### src/rtl/i2c_cmd_pkg.sv
package i2c_cmd_pkg;

    localparam int BYTE_W = 8;
    localparam int CNT_W  = $clog2(BYTE_W);

    localparam logic [2:0] OP_START = 3'h1;
    localparam logic [2:0] OP_SEND  = 3'h2;
    localparam logic [2:0] OP_STOP  = 3'h4;
    localparam logic [2:0] OP_ACK   = 3'h6;

    localparam logic [2:0] ST_NONE  = 3'h0;
    localparam logic [2:0] ST_START = 3'h1;
    localparam logic [2:0] ST_SENT  = 3'h2;
    localparam logic [2:0] ST_STOP  = 3'h4;
    localparam logic [2:0] ST_ACK   = 3'h5;
    localparam logic [2:0] ST_NAK   = 3'h6;

    typedef enum logic [1:0] {K_START, K_STOP, K_BYTE, K_ACK} kind_e;

    typedef struct packed {
        logic              busy;
        logic [2:0]        status;
        logic              irq;
        logic [2:0]        op;
        logic [BYTE_W-1:0] data;
        logic [BYTE_W-1:0] shift;
        logic              run;
        kind_e             kind;
        logic [CNT_W-1:0]  bitcnt;
        logic [1:0]        qtr;
        logic              ackbit;
        logic              scl_low;
        logic              sda_low;
    } eng_t;

    function automatic logic op_known(input logic [2:0] op);
        return (op == OP_START) || (op == OP_SEND) || (op == OP_STOP) || (op == OP_ACK);
    endfunction

    function automatic kind_e op_kind(input logic [2:0] op);
        case (op)
            OP_START: return K_START;
            OP_STOP:  return K_STOP;
            OP_ACK:   return K_ACK;
            default:  return K_BYTE;
        endcase
    endfunction

endpackage

### src/rtl/i2c_cmd_tick.sv
module i2c_cmd_tick #(
    parameter int DIV_W = 8
) (
    input  logic             clk,
    input  logic             rst_n,
    input  logic             run,
    input  logic [DIV_W-1:0] div,
    output logic             tick
);
    logic [DIV_W-1:0] cnt_d, cnt_q;

    always_comb begin
        tick = run && (cnt_q == div);
        if (!run || tick) cnt_d = '0;
        else              cnt_d = cnt_q + 1'b1;
    end

    always_ff @(posedge clk or negedge rst_n) begin
        if (!rst_n) cnt_q <= '0;
        else        cnt_q <= cnt_d;
    end
endmodule

### src/rtl/i2c_cmd_linemap.sv
module i2c_cmd_linemap
    import i2c_cmd_pkg::*;
(
    input  kind_e      kind,
    input  logic [1:0] qtr,
    input  logic       bit_i,
    output logic       scl_low,
    output logic       sda_low
);
    // SCL is high in quarters 1 and 2 of every clock; SDA moves in quarter 0
    // for data, and in quarter 2 for the start and stop conditions.
    always_comb begin
        scl_low = (qtr == 2'd0) || (qtr == 2'd3);
        sda_low = 1'b0;
        case (kind)
            K_START: sda_low = qtr[1];
            K_STOP:  sda_low = !qtr[1];
            K_BYTE:  sda_low = !bit_i;
            default: sda_low = 1'b0;
        endcase
        if (kind == K_STOP && qtr == 2'd3) scl_low = 1'b0;
    end
endmodule

### src/rtl/i2c_cmd_master.sv
module i2c_cmd_master
    import i2c_cmd_pkg::*;
#(
    parameter int DIV_W = 8
) (
    input  logic              clk,
    input  logic              rst_n,
    input  logic [DIV_W-1:0]  clk_div_i,
    input  logic [BYTE_W-1:0] tx_byte_i,
    input  logic [2:0]        op_i,
    input  logic              trig_i,
    output logic              busy_o,
    output logic [2:0]        status_o,
    output logic              irq_o,
    output logic              scl_pull_o,
    input  logic              sda_i,
    output logic              sda_pull_o
);
    localparam logic [CNT_W-1:0] BIT_LAST = CNT_W'(BYTE_W - 1);

    eng_t s_d, s_q;
    logic tick_w, map_scl, map_sda;

    i2c_cmd_tick #(.DIV_W(DIV_W)) u_tick (
        .clk   (clk),
        .rst_n (rst_n),
        .run   (s_q.run),
        .div   (clk_div_i),
        .tick  (tick_w)
    );

    i2c_cmd_linemap u_map (
        .kind    (s_q.kind),
        .qtr     (s_q.qtr),
        .bit_i   (s_q.shift[BYTE_W-1]),
        .scl_low (map_scl),
        .sda_low (map_sda)
    );

    always_comb begin
        s_d     = s_q;
        s_d.irq = 1'b0;

        // command acceptance, or dispatch once the bit sequencer is free
        if (trig_i && !s_q.busy && op_known(op_i)) begin
            s_d.busy = 1'b1;
            s_d.op   = op_i;
            s_d.data = tx_byte_i;
        end else if (s_q.busy && !s_q.run) begin
            s_d.run    = 1'b1;
            s_d.qtr    = 2'd0;
            s_d.bitcnt = BIT_LAST;
            s_d.shift  = s_q.data;
            s_d.kind   = op_kind(s_q.op);
            if (s_q.op == OP_SEND) begin
                s_d.busy   = 1'b0;
                s_d.status = ST_SENT;
            end
        end

        // bit sequencer: four quarters per SCL clock
        if (s_q.run) begin
            s_d.scl_low = map_scl;
            s_d.sda_low = map_sda;
            if (tick_w) begin
                if (s_q.qtr == 2'd2) s_d.ackbit = sda_i;
                if (s_q.qtr != 2'd3) begin
                    s_d.qtr = s_q.qtr + 2'd1;
                end else if (s_q.kind == K_BYTE && s_q.bitcnt != '0) begin
                    s_d.qtr    = 2'd0;
                    s_d.bitcnt = s_q.bitcnt - 1'b1;
                    s_d.shift  = {s_q.shift[BYTE_W-2:0], 1'b0};
                end else begin
                    s_d.run = 1'b0;
                    case (s_q.kind)
                        K_START: begin s_d.busy = 1'b0; s_d.status = ST_START; end
                        K_STOP:  begin s_d.busy = 1'b0; s_d.status = ST_STOP;  end
                        K_ACK:   begin
                            s_d.busy   = 1'b0;
                            s_d.status = s_q.ackbit ? ST_NAK : ST_ACK;
                        end
                        default: ;
                    endcase
                end
            end
        end

        s_d.irq = s_q.busy && !s_d.busy;
    end

    always_ff @(posedge clk or negedge rst_n) begin
        if (!rst_n) begin
            s_q        <= '0;
            s_q.kind   <= K_BYTE;
            s_q.status <= ST_NONE;
        end else begin
            s_q <= s_d;
        end
    end

    assign busy_o     = s_q.busy;
    assign status_o   = s_q.status;
    assign irq_o      = s_q.irq;
    assign scl_pull_o = s_q.scl_low;
    assign sda_pull_o = s_q.sda_low;

    // a trigger during busy never replaces the held command
    p_busy_trig_kept_r9: assert property (@(posedge clk) disable iff (!rst_n)
        s_q.busy && trig_i |=> s_q.op == $past(s_q.op));

    // the strobe marks each falling edge of busy, and nothing else
    p_irq_on_fall_r11: assert property (@(posedge clk) disable iff (!rst_n)
        $fell(s_q.busy) |-> s_q.irq);
    p_irq_only_fall_r11: assert property (@(posedge clk) disable iff (!rst_n)
        s_q.irq |-> $fell(s_q.busy));

    // a send on an idle sequencer releases busy one clock after acceptance
    p_send_release_r3: assert property (@(posedge clk) disable iff (!rst_n)
        $rose(s_q.busy) && s_q.op == OP_SEND && !s_q.run |=> !s_q.busy && s_q.status == ST_SENT);

    // SDA is released for the whole acknowledge clock
    p_ack_release_r4: assert property (@(posedge clk) disable iff (!rst_n)
        s_q.run && $past(s_q.run) && s_q.kind == K_ACK |-> !s_q.sda_low);

    // no SDA change under a high SCL while data or acknowledge clocks run
    p_sda_steady_r7: assert property (@(posedge clk) disable iff (!rst_n)
        s_q.run && $past(s_q.run) && (s_q.kind == K_BYTE || s_q.kind == K_ACK)
        && !s_q.scl_low && !$past(s_q.scl_low) |-> $stable(s_q.sda_low));
endmodule

### config.mk
export PLATFORM = sky130hd
export DESIGN_NAME = i2c_cmd_master
export DESIGN_NICKNAME = d
export VERILOG_FILES = /design/src/rtl/i2c_cmd_pkg.sv /design/src/rtl/i2c_cmd_tick.sv /design/src/rtl/i2c_cmd_linemap.sv /design/src/rtl/i2c_cmd_master.sv
export SDC_FILE = /design/constraint.sdc
export NUM_CORES = 1
export LEC_CHECK = 0
export BUFFER_PORTS_ARGS = -buffer_cell sky130_fd_sc_hd__buf_2
export CAP_MARGIN = 0
export CORE_ASPECT_RATIO = 1.2
export CORE_MARGIN = 8
export CORE_UTILIZATION = 55
export DETAILED_ROUTE_END_ITERATION = 8
export PLACE_DENSITY_LB_ADDON = 0.05
export SYNTH_ARGS = -nofsm -noshare
export SYNTH_HDL_FRONTEND = slang
export SYNTH_SLANG_ARGS = --single-unit
### constraint.sdc
create_clock -name clk -period 3.7 [get_ports clk]
set_clock_uncertainty 0.1 [all_clocks]
set_input_delay 0.185 -clock clk [delete_from_list [all_inputs] [get_ports clk]]
set_output_delay 0.185 -clock clk [all_outputs]
set_load 0.02 [all_outputs]
* After elaboration in Yosys (flattened, before gate mapping)
Index checks and enable logic that the tools add are counted.
** Storage, ports and cells
- Flip-flop bits (word level) :: 43
- Word-level logic and storage cells :: 82
** Operators by class
- Bitwise logic cells :: 1
- Equal/unequal tests :: 15
- Reductions and logical operators :: 22
- $add $sub $neg :: 3
- Muxes and demuxes :: 27
** Operators by type and width (number)
- two-way mux 16 bit :: 2
- two-way mux 9 bit :: 3
- two-way mux 4 bit :: 6
- two-way mux 8 bit :: 3
- equality test 3 bit (second input constant) :: 4
- one-hot mux 4 bit (3 select lines) :: 1
- adder 8 x 1 -> 8 bit (second input constant) :: 1
- equality test 2 bit (second input constant) :: 4
- equality test 8 bit :: 1
- logical AND 1 bit :: 7
- equality test 3 x 1 -> 1 bit (second input constant) :: 2
- equality test 3 x 2 -> 1 bit (second input constant) :: 2
- two-way mux 3 bit :: 2
- two-way mux 6 bit :: 1
- one-hot mux 2 bit (3 select lines) :: 1
- zero test 1 bit :: 5
- logical OR 1 bit :: 5
- two-way mux 5 bit :: 1
- zero test 2 bit :: 2
- two-way mux 1 bit :: 4
- two-way mux 2 bit :: 2
- one-hot mux 1 bit (3 select lines) :: 1
- AND reduction 3 bit :: 1
- nonzero test 3 bit :: 1
- other kinds (6) :: 6

* Longest topological paths before layout
Gate-level depths: netlist (run 1).
- Depth after elaboration :: 13
- Gate-level depth with buffers :: 7
- Gate-level depth less buffers :: 7

* By module
A second synthesis (run 1) with hierarchy kept.
** Second synthesis, totals
- Cell total of the unflattened synthesis :: 201
- Area total of the unflattened synthesis :: 2188.3 um2
** Modules (own cells, without submodules)
- i2c_cmd_master :: area each 1645.3 um2, instances 1, cells each 148
- i2c_cmd_tick :: area each 500.5 um2, instances 1, cells each 46
- i2c_cmd_linemap :: area each 42.5 um2, instances 1, cells each 7

* Least setup slack after synthesis (run 1)
No wires, ideal clock.
- Path kind :: reg-to-reg
- From :: register s_q[5] (netlist name)
- To :: register s_q[12] (netlist name)
- Arrival time :: 1529 ps
- Stages on the path, launching flop included :: 7
- Setup time :: 125 ps
- Path buffers :: 0
- Path slack :: 1946 ps
- Required time :: 3475 ps
- Path through :: dfrtp_1 > inv_1 > ha_1 > ha_1 > nor3b_2 > nand4_4 > mux2_2
** RTL lines
- start, declared :: line i2c_cmd_master.sv:21 : eng_t s_d, s_q;

==> results.yml, run 1 <==
run_status:
  status: "complete, no violations"
yosys:
  synth_area_per_cell_um2: 10.6
  ys_warn_count: 0
  ys_seq_area_frac: 0.493
  syn_inst: 206
  syn-cell-area_um2: 2190
  ys_types: 41
  ys_seq_elements: 43
  synthesis.nets: 235
sta:
  period_share: 0.575
  rsz0062_at_grt: "false"
  fin_hold_ws_ns: 0.0237
  final_max_slew_viol_count: 0
  hold_violations: 0
  worstMarginPinSlew_ns: 0.935
  max_freq_ghz: 0.470
  max_slew_margin: 0.377
  fin_crit_ns: 2.13
  finalSetupTns_ns: 0
  setup_viol: 0
place:
  gp_congestion: 0.759
  io_buffers: 29
  dp_hpwl_um: 3110
power_and_ir_drop:
  peakVddDrop_mv: 0.366
  power_density_nw_per_um2: 678
  leakagePower_nw: 1.21
detailed_routing:
  drtPass1Iterations: 4
  ant_nets: 0
  avgRoutedWirePerCell_um: 14.8
  post-route-drc-count: 0
  vias: 1578
  dr.first_iter.drc_count: 73
  viasPerCell: 5.48
  totalWireLength_um: 4260
critical_path:
  path_class: "reg2reg"
  required_ns: 3.75
  cp_data_arrival_time_ns: 2.18
  worstSetupEndpointType: "flip-flop"
  worstPathMaxFanout: 18
  worst_setup_path_start_kind: "flip-flop"
global_routing:
  antenna_found_initial: 0
  grt_pass1_wl_um: 7310
  grt_overflow: 0
  grt_max_degree: 44
  grt_pass1_vias: 1595
  grt_usage: 0.145
clocking:
  cts_max_level: 2
  clkTransAtPathRegs_ns: 0.08
  cts_root_buf: "clkbuf_8"
  cts_tree: "yes"
  cts_buffer_depth: 2
  cts.sinks: 43
  clkLatencyLatePin_ns: 0.29
  cts_buffers: 5
min_path:
  hp-class: "in2reg"
cells_and_area:
  nets: 262
  area_growth_syn_to_layout_pct: 12.3
  drive_gt1_frac: 0.265
  diodes: 0
floorplanning:
  die-area_um2: 6260
  core_region_area_um2: 3880
  row_count: 25
  start_util: 0.564
  die_w_um: 73.6
  die_h_um: 85.1
  num_io_pins: 30
flow_run:
  max-cap-violations: 0
## area by class of cell
class | count | area (um2)
Fill cell | 348 | 1420
Sequential cell | 43 | 1080
Multi-Input combinational cell | 146 | 1030
Timing Repair Buffer | 30 | 155
Clock buffer | 8 | 100
Tap cell | 54 | 67.6
Inverter | 7 | 26.3
## repair_timing
item                                    in CTS  in global routing
endpoints found under the setup margin       0                  0
hold buffers                                 1                  0
setup buffers                                0                  0
hold endpoints to repair                    42                  0
gates resized for setup                      0                  0
## cells in the final DEF (no fill, tap or decap), types with 6 or more instances in the layout
cell | netlist | layout
ha_1 | 6 | 6
clkbuf_8 | 0 | 7
dfrtp_1 | 42 | 42
buf_2 | 3 | 29
nor2_1 | 14 | 14
xnor2_1 | 10 | 10
inv_1 | 7 | 7
o21ai_0 | 7 | 7
nand2_1 | 29 | 29
mux2_2 | 19 | 19
nand3_1 | 10 | 10
## kinds of logic (layout without fill, tap and decap cells)
| kind of cell | count (synthesis) | in the layout | synth area share |
|---|---|---|---|
| and+or+nand+nor | 79 | 79 | 0.193 |
| DFF | 43 | 43 | 0.493 |
| AOI/OAI and AO/OA | 23 | 23 | 0.0670 |
| muxes | 23 | 23 | 0.116 |
| buffers and inverters | 17 | 45 | 0.0366 |
| xor gates and xnor gates | 15 | 15 | 0.0601 |
| adders and majority gates | 6 | 6 | 0.0343 |
## cell usage after synthesis (all sizes together)
library cell,instances,share of area
a211oi,1,0.0034
a21o,1,0.0034
a21oi,4,0.0092
a2bb2oi,1,0.0040
and2,1,0.0029
and3,5,0.015
and4,3,0.013
buf,6,0.017
clkbuf,4,0.0074
dfrtp,42,0.48
dfstp,1,0.012
ha,6,0.034
inv,7,0.012
mux2,19,0.098
mux2i,4,0.018
nand2,29,0.050
nand2b,4,0.011
nand3,10,0.023
nand3b,1,0.0034
nand4,3,0.021
nand4b,1,0.0040
nor2,14,0.024
nor2b,2,0.0057
nor3,2,0.0046
nor3b,1,0.0057
nor4,1,0.0029
o211ai,5,0.017
o21ai,8,0.018
o21bai,1,0.0034
o2bb2ai,1,0.0040
o311ai,1,0.0040
or3,1,0.0029
or4,1,0.0034
xnor2,10,0.040
xor2,5,0.020
## worst paths after layout
path	from	to	slack, ns	depth (start not counted)
max	s_q[10]$_DFF_PN0_	status_o[0]$_DFF_PN0_	1.57	4
min	sda_i	s_q[2]$_DFFE_PN0P_	0.02	2
max reg2reg	s_q[10]$_DFF_PN0_	status_o[0]$_DFF_PN0_	1.57	4
min reg2reg	s_q[5]$_DFF_PN0_	s_q[5]$_DFF_PN0_	0.38	1
max in group asynchronous	rst_n	s_q[12]$_DFF_PN0_	2.44	2
min in group asynchronous	rst_n	status_o[0]$_DFF_PN0_	0.47	2
## critical path, cell delays in order (launching register included)
cell and delay [ns]:
dfrtp_1 0.56, nor2b_1 0.77, and3_1 0.35, nor2b_1 0.07, a2bb2oi_1 0.14
## layer usage
| metal | vias up | routed length, um | track usage |
|---|---|---|---|
| met5 | - | 0 | 0 |
| met4 | 0 | 19 | 0.0401 |
| met3 | 2 | 232 | 0.0389 |
| li1 | 761 | - | - |
| met2 | 38 | 2200 | 0.246 |
| met1 | 777 | 1800 | 0.172 |
## where the power goes
group          internal, mW  switching (mW)
logic                 0.271           0.270
clock network         0.170           0.150
registers             0.648           0.157
total                  1.09           0.577
## state kept, by name, summed over array words and instances (netlist names)
name          flops
busy_o            1
s_q              28
scl_pull_o        1
sda_pull_o        1
status_o          3
irq_o             1
u_tick.cnt_q      8
## through the flow
stage               utilization  cell area (um2)  std cells  total power [mW]  worst slack [ns]
floorplan                     -             2190        206              1.20              1.95
finish                    0.633             2450        288              1.67              1.57
CTS                       0.633             2450        288              1.68              1.57
global placement          0.605             2340        279              1.33              1.66
detailed placement        0.605             2340        279              1.36              1.60
global route              0.633             2450        288              1.78              1.39
Note: power is estimated with default switching activity, not from simulation.
==> run 2: changes to the inputs <==
==> constraint.sdc (replaced) <==
create_clock -name clk -period 2.2 [get_ports clk]
set_clock_uncertainty 0.1 [all_clocks]
set_input_delay 0.11 -clock clk [delete_from_list [all_inputs] [get_ports clk]]
set_output_delay 0.11 -clock clk [all_outputs]
set_load 0.02 [all_outputs]
==> run 2 against run 1 <==
Compared with the run above:
- clock power rose by 54%
- register-to-register slack lost 1.3 ns
- sequential share of layout area is 2.3 points lower
- wire length up 3.0%
- critical path depth rose by 1
- hold slack better by 0.26 ns
- core utilization grew 3.5 points
- final cell count is 5.6% higher
==> results.yml, run 2 (synthesis results as in run 1) <==
detailed_routing:
  ant_nets: 0
  viasPerCell: 5.38
  post-route-drc-count: 0
  drtPass1Iterations: 4
  avgRoutedWirePerCell_um: 14.4
  vias: 1636
  dr.first_iter.drc_count: 114
  totalWireLength_um: 4380
cells_and_area:
  fin_util: 0.667
  most-common-layout-cells: "42 x dfrtp_1, 29 x nand2_1, 29 x buf_2"
  regArea_um2: 1080
  nets: 278
  drive_gt1_frac: 0.268
  stdcell_count: 304
  multiInputGateArea_um2: 1030
  diodes: 0
  area_growth_syn_to_layout_pct: 18.4
  final_design_area_no_fill_um2: 2590
  largest_register_ffs: 28
  fillers: 340
  final_common_cell: "dfrtp_1"
  top_register: "s_q"
clocking:
  clkLatencyLatePin_ns: 0.30
  clkTransAtPathRegs_ns: 0.08
  cts_buffers: 5
  cts_root_buf: "clkbuf_8"
  cts_max_level: 2
  cts_tree: "yes"
  postCtsSetupBuffers: 0
  cts.sinks: 43
  cts_buffer_depth: 2
sta:
  fin_hold_ws_ns: 0.284
  hold_violations: 0
  period_share: 0.870
  max_freq_ghz: 0.523
  rsz0062_at_grt: "false"
  setup_ws_ns: 0.287
  max_slew_margin: 0.598
  fin_crit_ns: 1.91
  finalSetupTns_ns: 0
  final_max_slew_viol_count: 0
  worstMarginPinSlew_ns: 0.599
  setup_viol: 0
place:
  dp_slack_ns: 0.296
  dp_hpwl_um: 3190
  gp_congestion: 0.847
  io_buffers: 29
  postPlaceCellArea_um2: 2370
  dpl.cell_count: 283
flow_run:
  max-cap-violations: 0
global_routing:
  grt_overflow: 0
  grt_pass1_wl_um: 7430
  antenna_found_initial: 0
  grt_usage: 0.151
  grt_max_degree: 44
  grt_pass1_vias: 1678
floorplanning:
  core_region_area_um2: 3880
  row_count: 25
  die_w_um: 73.6
  die_h_um: 85.1
  start_util: 0.564
  num_io_pins: 30
  die-area_um2: 6260
critical_path:
  r2r_slack_ns: 0.30
  worstPathMaxFanout: 12
  cp_slowest_stage_delay_ns: 0.53
  path_buf_inv: 2
  worstSetupEndpointType: "flip-flop"
  required_ns: 2.28
  path_class: "in2reg"
  crit_family: "simple AND/OR/NAND/NOR gates"
  worst_setup_path_start_kind: "primary input"
  cp_data_arrival_time_ns: 1.99
  crit_path_cell_trace: "dlygate4sd3_1 -> buf_2 -> or3_1 -> nand4b_1 -> mux2_2"
  cp.depth: 5
  cp_slowest_cell: "dlygate4sd3_1"
  reg2reg_depth: 6
min_path:
  hold-path-cell-count: 5
  hp-class: "in2reg"
power_and_ir_drop:
  finalPower_mw: 2.77
  leakagePower_nw: 1.28
  power_density_nw_per_um2: 1070
  peakVddDrop_mv: 0.892
run_status:
  status: "complete, no violations"
==> run 2: power by group <==
part	switching (mW)	internal, mW	leakage [nW]
clock network	0.277	0.218	0.0477
registers	0.249	1.09	0.503
logic	0.466	0.476	0.726
total	0.992	1.78	1.28
==> run 2: area by class of cell <==
cell class              instances  area share
multi-input cells             146       0.397
flip-flops and latches         43       0.416
well taps                      54      0.0261
clock inverters                 3     0.00580
repair buffers                 46       0.118
inverters                       7      0.0101
clock buffers                   5      0.0266
==> run 2: layer usage <==
layer  track usage  part of all wire
met5             0                 0
met1         0.172              0.43
met3        0.0401             0.049
met4        0.0601             0.015
met2         0.258              0.51
==> run 2: path summary, 6_finish.rpt <==
| check | to | startpoint |
|---|---|---|
| max reg2reg | s_q[12]$_DFF_PN0_ | s_q[5]$_DFF_PN0_ |
| min in group asynchronous | status_o[1]$_DFF_PN0_ | rst_n |
| min | s_q[10]$_DFF_PN0_ | clk_div_i[2] |
| min reg2reg | s_q[5]$_DFF_PN0_ | s_q[5]$_DFF_PN0_ |
| max | s_q[28]$_DFFE_PN0P_ | op_i[1] |
| max in group asynchronous | s_q[9]$_DFFE_PN1P_ | rst_n |
==> run 2: timing repair <==
action | 4_1_cts | 5_1_grt
resized for setup | 0 | 0
hold buffers | 13 | 0
hold endpoints to repair | 54 | 0
==> run 2: tightest hold or removal path, delay by kind of cell <==
| kind | cells | cell delay (ns) |
|---|---|---|
| buf+inv | 1 | 0.08 |
| simple gates | 2 | 0.24 |
| compound gates | 1 | 0.11 |
| xor+xnor | 1 | 0.11 |
==> run 3: changes to the inputs <==
--- a/config.mk
+++ b/config.mk
@@ -5,9 +5,9 @@
 export SDC_FILE = /design/constraint.sdc
 export NUM_CORES = 1
 export LEC_CHECK = 0
+export ABC_AREA = 1
 export BUFFER_PORTS_ARGS = -buffer_cell sky130_fd_sc_hd__buf_2
 export CAP_MARGIN = 0
-export CORE_ASPECT_RATIO = 1.2
 export CORE_MARGIN = 8
 export CORE_UTILIZATION = 55
 export DETAILED_ROUTE_END_ITERATION = 8
==> run 3 against run 2 <==
Compared with the run above:
- via count rose by 19%
- synthesized area rose by 9.0%
- combinational power fell by 30%
- power fell by 17%
- critical endpoint is now s_q[15]$_DFF_PN0_
==> results.yml, run 3 <==
cells_and_area:
  final_common_cell: "nand2_1"
  regArea_um2: 1080
  drive_gt1_frac: 0.184
  area_growth_syn_to_layout_pct: 15.7
  stdcell_count: 395
  nets: 371
  most-common-layout-cells: "112 x nand2_1, 42 x dfrtp_1, 29 x buf_2"
  largest_register_ffs: 28
  multiInputGateArea_um2: 1110
  top_register: "s_q"
  fillers: 406
  diodes: 0
yosys:
  synth_top_area_cell: "dfrtp_1"
  synth_top_area_frac: 0.441
  syn-cell-area_um2: 2380
  synthesis.nets: 328
  ys_seq_area_frac: 0.452
  ys_types: 34
  synth_edf_count: 0
  ys_warn_count: 0
  ys_seq_elements: 43
  syn_inst: 299
  synth_area_per_cell_um2: 7.97
  yosys.cell_count.top_type: "nand2_1"
  async_flop_share: 1.00
  synth.area.top_cells: "dfrtp_1 44%, nand2_1 18%, inv_1 4.4%, o21ai_0 4.0%, nand3_1 3.8%"
  netlist_top_cells_count: "112 x nand2_1, 42 x dfrtp_1, 28 x inv_1, 19 x o21ai_0, 18 x nand3_1"
  ys.flop_type: "dfrtp_1"
floorplanning:
  die_h_um: 81.8
  die-area_um2: 6700
  core_region_area_um2: 4260
  row_count: 24
  die_w_um: 81.8
  num_io_pins: 30
  start_util: 0.559
clocking:
  cts_buffers: 5
  cts.sinks: 43
  clkLatencyLatePin_ns: 0.29
  postCtsSetupBuffers: 0
  cts_buffer_depth: 2
  cts_root_buf: "clkbuf_8"
  cts_max_level: 2
  clkTransAtPathRegs_ns: 0.08
  postCtsHoldBufs: 12
  cts_tree: "yes"
  ctsResizeCount: 0
detailed_routing:
  viasPerCell: 4.94
  drtPass1Iterations: 4
  vias: 1953
  post-route-drc-count: 0
  dr.first_iter.drc_count: 88
  ant_nets: 0
  totalWireLength_um: 4810
  avgRoutedWirePerCell_um: 12.2
global_routing:
  grt_pass1_wl_um: 7960
  grt_usage: 0.154
  antenna_found_initial: 0
  grt_pass1_vias: 1772
  grt_overflow: 0
  grt_max_degree: 44
sta:
  setup_viol: 0
  final_max_slew_viol_count: 0
  period_share: 0.811
  max_slew_margin: 0.637
  worstMarginPinSlew_ns: 0.544
  fin_crit_ns: 1.78
  max_freq_ghz: 0.560
  hold_violations: 0
  rsz0062_at_grt: "false"
  finalSetupTns_ns: 0
critical_path:
  cp_slowest_cell: "dfrtp_1"
  cp_slowest_stage_delay_ns: 0.41
  cp_data_arrival_time_ns: 1.87
  worst_setup_path_start_kind: "flip-flop"
  worstPathMaxFanout: 15
  required_ns: 2.29
  crit_top_cell: "nand2_1"
  crit_path_cell_trace: "inv_2 -> nand2_1 -> nand2_1 -> nand2_1 -> nor2_2 -> nand2_2 -> nor2_4 -> nand2_1 -> nand2_1 -> nand2_1"
  reg2reg_depth: 10
  path_class: "reg2reg"
  worstSetupEndpointType: "flip-flop"
power_and_ir_drop:
  sw_frac_of_total: 0.333
  seq_power_share: 0.501
  p_sw_mw: 0.765
  peakVddDrop_mv: 0.512
  comb_power_share: 0.289
  p_int_mw: 1.53
  clockPowerShare: 0.210
  power_density_nw_per_um2: 833
  leakagePower_nw: 1.50
min_path:
  hp-class: "in2reg"
  hold-path-cell-count: 3
place:
  gp_congestion: 0.775
  io_buffers: 29
  dp_hpwl_um: 3400
  dpl.cell_count: 375
run_status:
  status: "complete, no violations"
flow_run:
  max-cap-violations: 0
[run 3: cell count changes after synthesis, sizes merged, moves of 5 or more]
cell	delta
mux2	-11
nand3	+8
o21ai	+12
o211ai	-5
and3	-5
nor2	+7
nand2	+86
inv	+24
[run 3: final timing paths]
path                                                  end  slack (ns)                       from
worst max-delay path                    s_q[15]$_DFF_PN0_        0.42  u_tick.cnt_q[4]$_DFF_PN0_
worst min-delay path                  s_q[29]$_DFFE_PN0P_       0.009                    op_i[2]
worst max register to register          s_q[15]$_DFF_PN0_        0.42  u_tick.cnt_q[4]$_DFF_PN0_
worst min register to register  u_tick.cnt_q[0]$_DFF_PN0_        0.41  u_tick.cnt_q[0]$_DFF_PN0_
max in group asynchronous              s_q[9]$_DFFE_PN1P_        1.31                      rst_n
min in group asynchronous       u_tick.cnt_q[3]$_DFF_PN0_        0.32                      rst_n
[run 3: cell type report]
type	instances	share of cell area
clock buffers	5	0.0249
clock inverters	3	0.00544
inverters	32	0.0444
multi-input cells	214	0.401
flip-flops and latches	43	0.390
well taps	52	0.0236
repair buffers	46	0.110
[run 3: layer usage]
metal / part of all wire / vias to the layer above / track usage / routed length, um
li1: - / 1029 / - / -
met1: 0.45 / 889 / 0.194 / 2180
met2: 0.49 / 30 / 0.256 / 2340
met3: 0.047 / 5 / 0.0372 / 225
met4: 0.012 / 0 / 0.0474 / 60
met5: 0 / - / 0 / 0
[run 3: stage by stage]
stage               power, mW  utilization  hold slack (ns)  setup slack (ns)  cell area, um2
CTS                      2.33        0.647          0.00343             0.387            2760
finish                   2.30        0.647          0.00863             0.416            2760
detailed placement       1.83        0.599            0.117             0.379            2550
floorplan                1.66            -           -0.286             0.652            2380
global route             2.49        0.647           0.0606             0.205            2760
global placement         1.81        0.599            0.122             0.415            2550
[run 3: power groups by stage]
stage               Combinational, mW  Sequential, mW  Clock [mW]
floorplan                       0.499            1.16           0
global placement                0.644            1.16           0
detailed placement              0.658            1.17           0
CTS                             0.679            1.16       0.501
global route                    0.781            1.18       0.528
finish                          0.664            1.15       0.482
[run 3: critical path, delay by kind of cell, from the launching register on]
kind	cells	cell delay [ns]
buf+inv	1	0.08
flops	1	0.41
simple gates	9	1.10
[run 3: logic make-up (layout without fill, tap and decap cells)]
logic type	count (synthesis)	after routing	synth area share
multiplexers	8	8	0.0378
adder cells (fa/ha/maj)	6	6	0.0315
flip-flops	43	43	0.452
AO/OA/AOI/OAI	31	31	0.0730
AND/OR/NAND/NOR	162	162	0.297
buffers and inverters	42	86	0.0835
XOR/XNOR	7	7	0.0257
